`config.mk`:
```
export PLATFORM = sky130hd
export DESIGN_NAME = vframe_xlate
export DESIGN_NICKNAME = d
export VERILOG_FILES = /design/src/rtl/vfcb_pkg.sv /design/src/rtl/vfcb_ctrl.sv /design/src/rtl/vfcb_datapath.sv /design/src/rtl/vframe_xlate.sv
export SDC_FILE = /design/constraint.sdc
export NUM_CORES = 2
export LEC_CHECK = 0
export ABC_AREA = 1
export BUFFER_PORTS_ARGS = -buffer_cell sky130_fd_sc_hd__buf_4
export CAP_MARGIN = 20
export CORE_MARGIN = 2
export CORE_UTILIZATION = 35
export CTS_CLUSTER_SIZE = 12
export DETAILED_ROUTE_END_ITERATION = 10
export PLACE_DENSITY_LB_ADDON = 0.08
export SLEW_MARGIN = 20
export SYNTH_ARGS = -nofsm -noshare
export SYNTH_HDL_FRONTEND = slang
export SYNTH_SLANG_ARGS = --single-unit
```
`constraint.sdc`:
```
create_clock -name clk -period 5.7 [get_ports clk]
set_input_delay 0.285 -clock clk [delete_from_list [all_inputs] [get_ports clk]]
set_output_delay 0.285 -clock clk [all_outputs]
set_load 0.03 [all_outputs]
```
`src/rtl/vfcb_pkg.sv`:
```
package vfcb_pkg;
  typedef enum logic [1:0] {
    FLD_VBASE = 2'd0,
    FLD_VLEN  = 2'd1,
    FLD_SBASE = 2'd2,
    FLD_LOG2  = 2'd3
  } fieldE;

  typedef struct packed {
    logic  descWe;
    fieldE field;
  } cfgStrobeT;
endpackage

```
`src/rtl/vfcb_ctrl.sv`:
```
module vfcb_ctrl
  import vfcb_pkg::*;
#(
  parameter int NUM_BUF = 12,
  parameter int ADDR_W  = 32,
  parameter int CFG_AW  = 6
) (
  input  logic               clk,
  input  logic               rstN,
  input  logic               cfgValid,
  input  logic [CFG_AW-1:0]  cfgAddr,
  input  logic [31:0]        cfgData,
  output cfgStrobeT          strobe,
  output logic [NUM_BUF-1:0] bufSel,
  output logic [ADDR_W-1:0]  wrData,
  output logic               globalEn,
  output logic [NUM_BUF-1:0] bufEn
);
  localparam int EN_LSB = 16;

  logic [CFG_AW-1:0] descIdx;
  logic              unusedOk;

  assign descIdx  = cfgAddr - CFG_AW'(1);
  assign wrData   = cfgData[ADDR_W-1:0];
  assign unusedOk = &{1'b0, cfgData};

  always_comb begin
    strobe.descWe = cfgValid && (cfgAddr != '0);
    strobe.field  = fieldE'(descIdx[1:0]);
    for (int n = 0; n < NUM_BUF; n++) begin
      bufSel[n] = strobe.descWe && ((descIdx >> 2) == CFG_AW'(n));
    end
  end

  always_ff @(posedge clk or negedge rstN) begin
    if (!rstN) begin
      globalEn <= 1'b0;
      bufEn    <= '0;
    end else if (cfgValid && cfgAddr == '0) begin
      globalEn <= cfgData[0];
      bufEn    <= cfgData[EN_LSB +: NUM_BUF];
    end
  end

  // the enable register takes the written bits at the next edge
  a_r2_enable_update: assert property (@(posedge clk) disable iff (!rstN)
    (cfgValid && cfgAddr == '0) |=> (globalEn == $past(cfgData[0]) &&
                                     bufEn == $past(cfgData[EN_LSB +: NUM_BUF])));

  // at most one descriptor is selected per write
  a_r3_single_select: assert property (@(posedge clk) disable iff (!rstN)
    $onehot0(bufSel));
endmodule

```
`src/rtl/vfcb_datapath.sv`:
```
module vfcb_datapath
  import vfcb_pkg::*;
#(
  parameter int NUM_BUF = 12,
  parameter int ADDR_W  = 32,
  parameter int LOG_W   = 6,
  parameter int IDX_W   = 4
) (
  input  logic               clk,
  input  logic               rstN,
  input  cfgStrobeT          strobe,
  input  logic [NUM_BUF-1:0] bufSel,
  input  logic [ADDR_W-1:0]  wrData,
  input  logic               globalEn,
  input  logic [NUM_BUF-1:0] bufEn,
  input  logic               reqValid,
  input  logic [ADDR_W-1:0]  reqAddr,
  output logic [ADDR_W-1:0]  xlateAddr,
  output logic               hit,
  output logic               miss,
  output logic [IDX_W-1:0]   hitBuf
);
  logic [ADDR_W-1:0] vBase   [NUM_BUF];
  logic [ADDR_W-1:0] vLen    [NUM_BUF];
  logic [ADDR_W-1:0] sBase   [NUM_BUF];
  logic [LOG_W-1:0]  sizeLog [NUM_BUF];
  logic [ADDR_W-1:0] mapped  [NUM_BUF];
  logic [NUM_BUF-1:0] matchVec;

  for (genvar n = 0; n < NUM_BUF; n++) begin : g_buf
    logic [ADDR_W-1:0] offset;
    logic [ADDR_W-1:0] wrapMask;

    always_ff @(posedge clk or negedge rstN) begin
      if (!rstN) begin
        vBase[n]   <= '0;
        vLen[n]    <= '0;
        sBase[n]   <= '0;
        sizeLog[n] <= '0;
      end else if (bufSel[n]) begin
        case (strobe.field)
          FLD_VBASE: vBase[n]   <= wrData;
          FLD_VLEN:  vLen[n]    <= wrData;
          FLD_SBASE: sBase[n]   <= wrData;
          FLD_LOG2:  sizeLog[n] <= wrData[LOG_W-1:0];
          default: ;
        endcase
      end
    end

    assign offset      = reqAddr - vBase[n];
    assign wrapMask    = ~({ADDR_W{1'b1}} << sizeLog[n]);
    assign matchVec[n] = globalEn && bufEn[n] && (reqAddr >= vBase[n]) &&
                         (offset < vLen[n]);
    assign mapped[n]   = sBase[n] + (offset & wrapMask);
  end

  always_comb begin
    hit       = 1'b0;
    hitBuf    = '0;
    xlateAddr = reqAddr;
    for (int n = NUM_BUF - 1; n >= 0; n--) begin
      if (reqValid && matchVec[n]) begin
        hit       = 1'b1;
        hitBuf    = IDX_W'(n);
        xlateAddr = mapped[n];
      end
    end
    miss = reqValid && !hit;
  end

  // a miss leaves the address untouched
  a_r7_miss_passthrough: assert property (@(posedge clk) disable iff (!rstN)
    miss |-> (xlateAddr == reqAddr && hitBuf == '0));

  // no flags without a request
  a_r9_idle_quiet: assert property (@(posedge clk) disable iff (!rstN)
    !reqValid |-> (!hit && !miss));

  // global mode off means nothing is translated
  a_r2_global_off: assert property (@(posedge clk) disable iff (!rstN)
    !globalEn |-> !hit);

  // the window base lands on the region start
  a_r5_base_to_start: assert property (@(posedge clk) disable iff (!rstN)
    (hit && reqAddr == vBase[hitBuf]) |-> xlateAddr == sBase[hitBuf]);

  // no lower-numbered buffer matched when a hit is reported
  a_r8_lowest_wins: assert property (@(posedge clk) disable iff (!rstN)
    hit |-> ((matchVec & ((NUM_BUF'(1) << hitBuf) - NUM_BUF'(1))) == '0));

  // hit and miss never together
  a_r7_exclusive: assert property (@(posedge clk) disable iff (!rstN)
    !(hit && miss));
endmodule

```
`src/rtl/vframe_xlate.sv`:
```
module vframe_xlate
  import vfcb_pkg::*;
#(
  parameter int NUM_BUF = 12,
  parameter int ADDR_W  = 32,
  localparam int CFG_AW = $clog2(1 + 4 * NUM_BUF),
  localparam int IDX_W  = (NUM_BUF > 1) ? $clog2(NUM_BUF) : 1,
  localparam int LOG_W  = $clog2(ADDR_W) + 1
) (
  input  logic              clk,
  input  logic              rstN,
  input  logic              cfgValid,
  input  logic [CFG_AW-1:0] cfgAddr,
  input  logic [31:0]       cfgData,
  input  logic              reqValid,
  input  logic [ADDR_W-1:0] reqAddr,
  output logic [ADDR_W-1:0] xlateAddr,
  output logic              hit,
  output logic              miss,
  output logic [IDX_W-1:0]  hitBuf
);
  cfgStrobeT          strobe;
  logic [NUM_BUF-1:0] bufSel;
  logic [NUM_BUF-1:0] bufEn;
  logic [ADDR_W-1:0]  wrData;
  logic               globalEn;

  vfcb_ctrl #(.NUM_BUF(NUM_BUF), .ADDR_W(ADDR_W), .CFG_AW(CFG_AW)) u_ctrl (
    .clk(clk), .rstN(rstN), .cfgValid(cfgValid), .cfgAddr(cfgAddr),
    .cfgData(cfgData), .strobe(strobe), .bufSel(bufSel), .wrData(wrData),
    .globalEn(globalEn), .bufEn(bufEn)
  );

  vfcb_datapath #(.NUM_BUF(NUM_BUF), .ADDR_W(ADDR_W), .LOG_W(LOG_W),
                  .IDX_W(IDX_W)) u_dp (
    .clk(clk), .rstN(rstN), .strobe(strobe), .bufSel(bufSel), .wrData(wrData),
    .globalEn(globalEn), .bufEn(bufEn), .reqValid(reqValid), .reqAddr(reqAddr),
    .xlateAddr(xlateAddr), .hit(hit), .miss(miss), .hitBuf(hitBuf)
  );
endmodule

```
==> flow_summary.toml <==
[drt]
final_antenna_net_count = 0
first_pass_iters = 6
routed_wl_um = 518000
via_count = 107000
routed_via_density = 5.25
drt_drc_violations_left = 0
first_iter_violations = 9749
avgRoutedWirePerCell_um = 25.4

[timing]
rsz0062_at_grt = "true"
relSlewSlack_pct = 24.4
fin_crit_sh_pct = 126
setup_violations = 38
hold_viol = 0
min_period_ps = 7200
clock_skew_ps = 0
fin_ws_ps = -1500
finalMaxSlewViolations = 0
worstMarginPinSlew_ps = 1130
max_freq_mhz = 139

[cts]
cts_max_level = 4
cts_tree = "done"
cts.path.max_buffers = 4
cts.clk_slew.worst_paths_ps = 60
cts_sinks = 1237
clock_latency_ps = 890
cts_root_buf = "clkbuf_16"
cts_buffers = 171

[layout]
drive_above_1_share_pct = 25.5
register_area_sq_mm = 0.0310
nNetsFinal = 17700
multi_input_area_sq_mm = 0.0629
fin_area_sq_mm = 0.136
filler_cell_count = 28700
area_growth_pct = 36.8
final_common_cell = "buf_4"
layout_common_cells = "buf_4, nand2_1, inv_1, o21ai_0, dfrtp_1"

[job]
cap_violations = 0

[critical_path]
crit_cells = 39
r2r_start = "u_dp.sizeLog[21]"
critPathSlowestCell = "dfrtp_1"
cp.arrival_ps = 6910
cp.required_ps = 5410
cp_slowest_stage_delay_ps = 410
cp_max_fo = 6
end_kind = "output pin"
critPathKind = "register to output pin"
ff2ff_path_depth = 2
critPathLaunch = "u_dp.vBase[0]"
cpMostUsedCell = "nand2_2"
critPathLaunchType = "register"
reg2reg_to = "u_dp.sizeLog[21]"
reg2reg_slack_ps = 4740
crit_buf_inv = 8
critPathCapture = "xlateAddr[19]"
crit_family = "simple AND/OR/NAND/NOR gates"

[placed_design]
pre_cts_slack_ps = -1850
post_dp_cell_area_sq_mm = 0.126
portBuffers = 111
place_hpwl_um = 390000
gp_congestion = 0.996

[floorplan]
initial_core_util_pct = 35.3
rows = 195
ios = 112
core_sq_mm = 0.283
die_x_um = 538
die_h_um = 538
die_area_sq_mm = 0.289

[run_status]
run_status = "complete, but fails checks"
violations = "negative setup slack"

[synth]
async_flop_share_pct = 100
syn_area_sq_mm = 0.0997
syn_avg_cell_area_sq_um = 7.33
synth-main-ff-cell = "dfrtp_1"
synth_fp_nets = 14800
synth-edff-count = 0
synth.distinct_cells = 85
ys_seq_elements = 1237
netlist_instances = 13600
yosysSeqAreaShare_pct = 31.0
ys_warn_count = 0

[grt]
grt.overflow.total = 0
antenna_found_initial = 101
grt_usage_pct = 35.3
grt_pass1_wl_um = 734000
first_global_vias = 105000
grt_max_degree = 147

[pwr]
p_per_area_mw_per_mm2 = 369
max-vdd-ir-drop_mv = 0.228
p_leak_nw = 68.8

[worst_hold_path]
hold_class = "primary input to asynchronous set/reset pin"
kinds of logic after synthesis:
group	share of synthesized area, %
compound gates	21.1
xor+xnor	5.61
fa+ha+maj	14.6
buf+inv	8.82
flops	31.0
simple gates	18.8
cells in the mapped netlist (102+ instances only):
library cell  count  share of area (%)
nor2_1          780                2.9
xnor2_1         219                1.9
o21ai_0        1693                8.5
nand2_1        3118                 12
nand3_1         301                1.5
a31oi_1         102               0.64
inv_1          1774                6.7
ha_1           1128                 14
a21oi_1        1159                5.8
o21a_1          106               0.80
xor2_1          420                3.7
dfrtp_1        1237                 31
clkbuf_1        283                1.1
buf_2           137               0.69
flip-flops by register name, indices dropped and copies added, names as in the netlist:
name / count
u_dp.sBase: 384
u_dp.vBase: 384
u_dp.vLen: 384
u_dp.sizeLog: 72
u_ctrl.bufEn: 12
u_ctrl.globalEn: 1
worst min path at each step:
stage | startpoint | to | slack (ps) | depth (start not counted)
6_report | rstN | u_dp.vLen[26] | 50 | 2
5_1_grt | rstN | u_dp.vLen[174] | 70 | 2
4_1_cts | rstN | u_dp.vLen[26] | 20 | 2
3_5_place_dp | rstN | u_dp.vBase[44] | 270 | 1
3_3_place_gp | rstN | u_dp.vBase[44] | 270 | 1
2_1_floorplan | rstN | u_ctrl.bufEn[0] | -10 | 0
timing repair:
action                                 4_1_cts  5_1_grt
setup endpoints to repair                   38       38
buffers inserted                           105       37
endpoints found under the hold margin      212        0
gates cloned                                 8        0
pin swaps                                  264      247
gates resized for setup                    594      195
hold buffers                                 9        0
layer usage:
| layer | vias to the layer above | global-route usage (%) | share of wire (%) |
|---|---|---|---|
| li1 | 51000 | - | - |
| met1 | 51400 | 43.6 | 40 |
| met2 | 3811 | 58.4 | 47 |
| met3 | 928 | 4.66 | 6.4 |
| met4 | 6 | 21.4 | 6.6 |
| met5 | - | 0 | 0.0098 |
per-stage QoR:
step	hold slack, ps	total power, mW	util [%]	instances	setup TNS, ps
after floorplan	-10.6	23.6	-	13600	0
after global placement	270	37.3	44.5	19900	-61460
after detailed placement	273	37.6	44.5	19900	-60340
after CTS	22.3	50.2	47.8	20300	-47770
after global routing	68.1	53.4	48.2	20400	-60940
final	46.4	50.4	48.2	20400	-49850
cell type report:
| type | instances | share of cell area (%) |
|---|---|---|
| multi-input combinational | 10100 | 46.1 |
| sequential | 1237 | 22.7 |
| timing repair buffer | 3166 | 18.4 |
| inverter | 1795 | 4.98 |
| clock buffer | 229 | 3.58 |
| tap | 3743 | 3.43 |
| clock inverter | 78 | 0.772 |
| antenna | 41 | 0.0752 |
| timing repair inverter | 1 | 0.00826 |
report_power, final:
group | leakage [nW] | internal (mW) | switching, mW | total (mW)
clock network | 2.90 | 7.02 | 4.72 | 11.7
registers | 16.4 | 10.2 | 0.989 | 11.2
logic | 49.5 | 12.2 | 15.2 | 27.4
(Power assumes the default switching activity.)
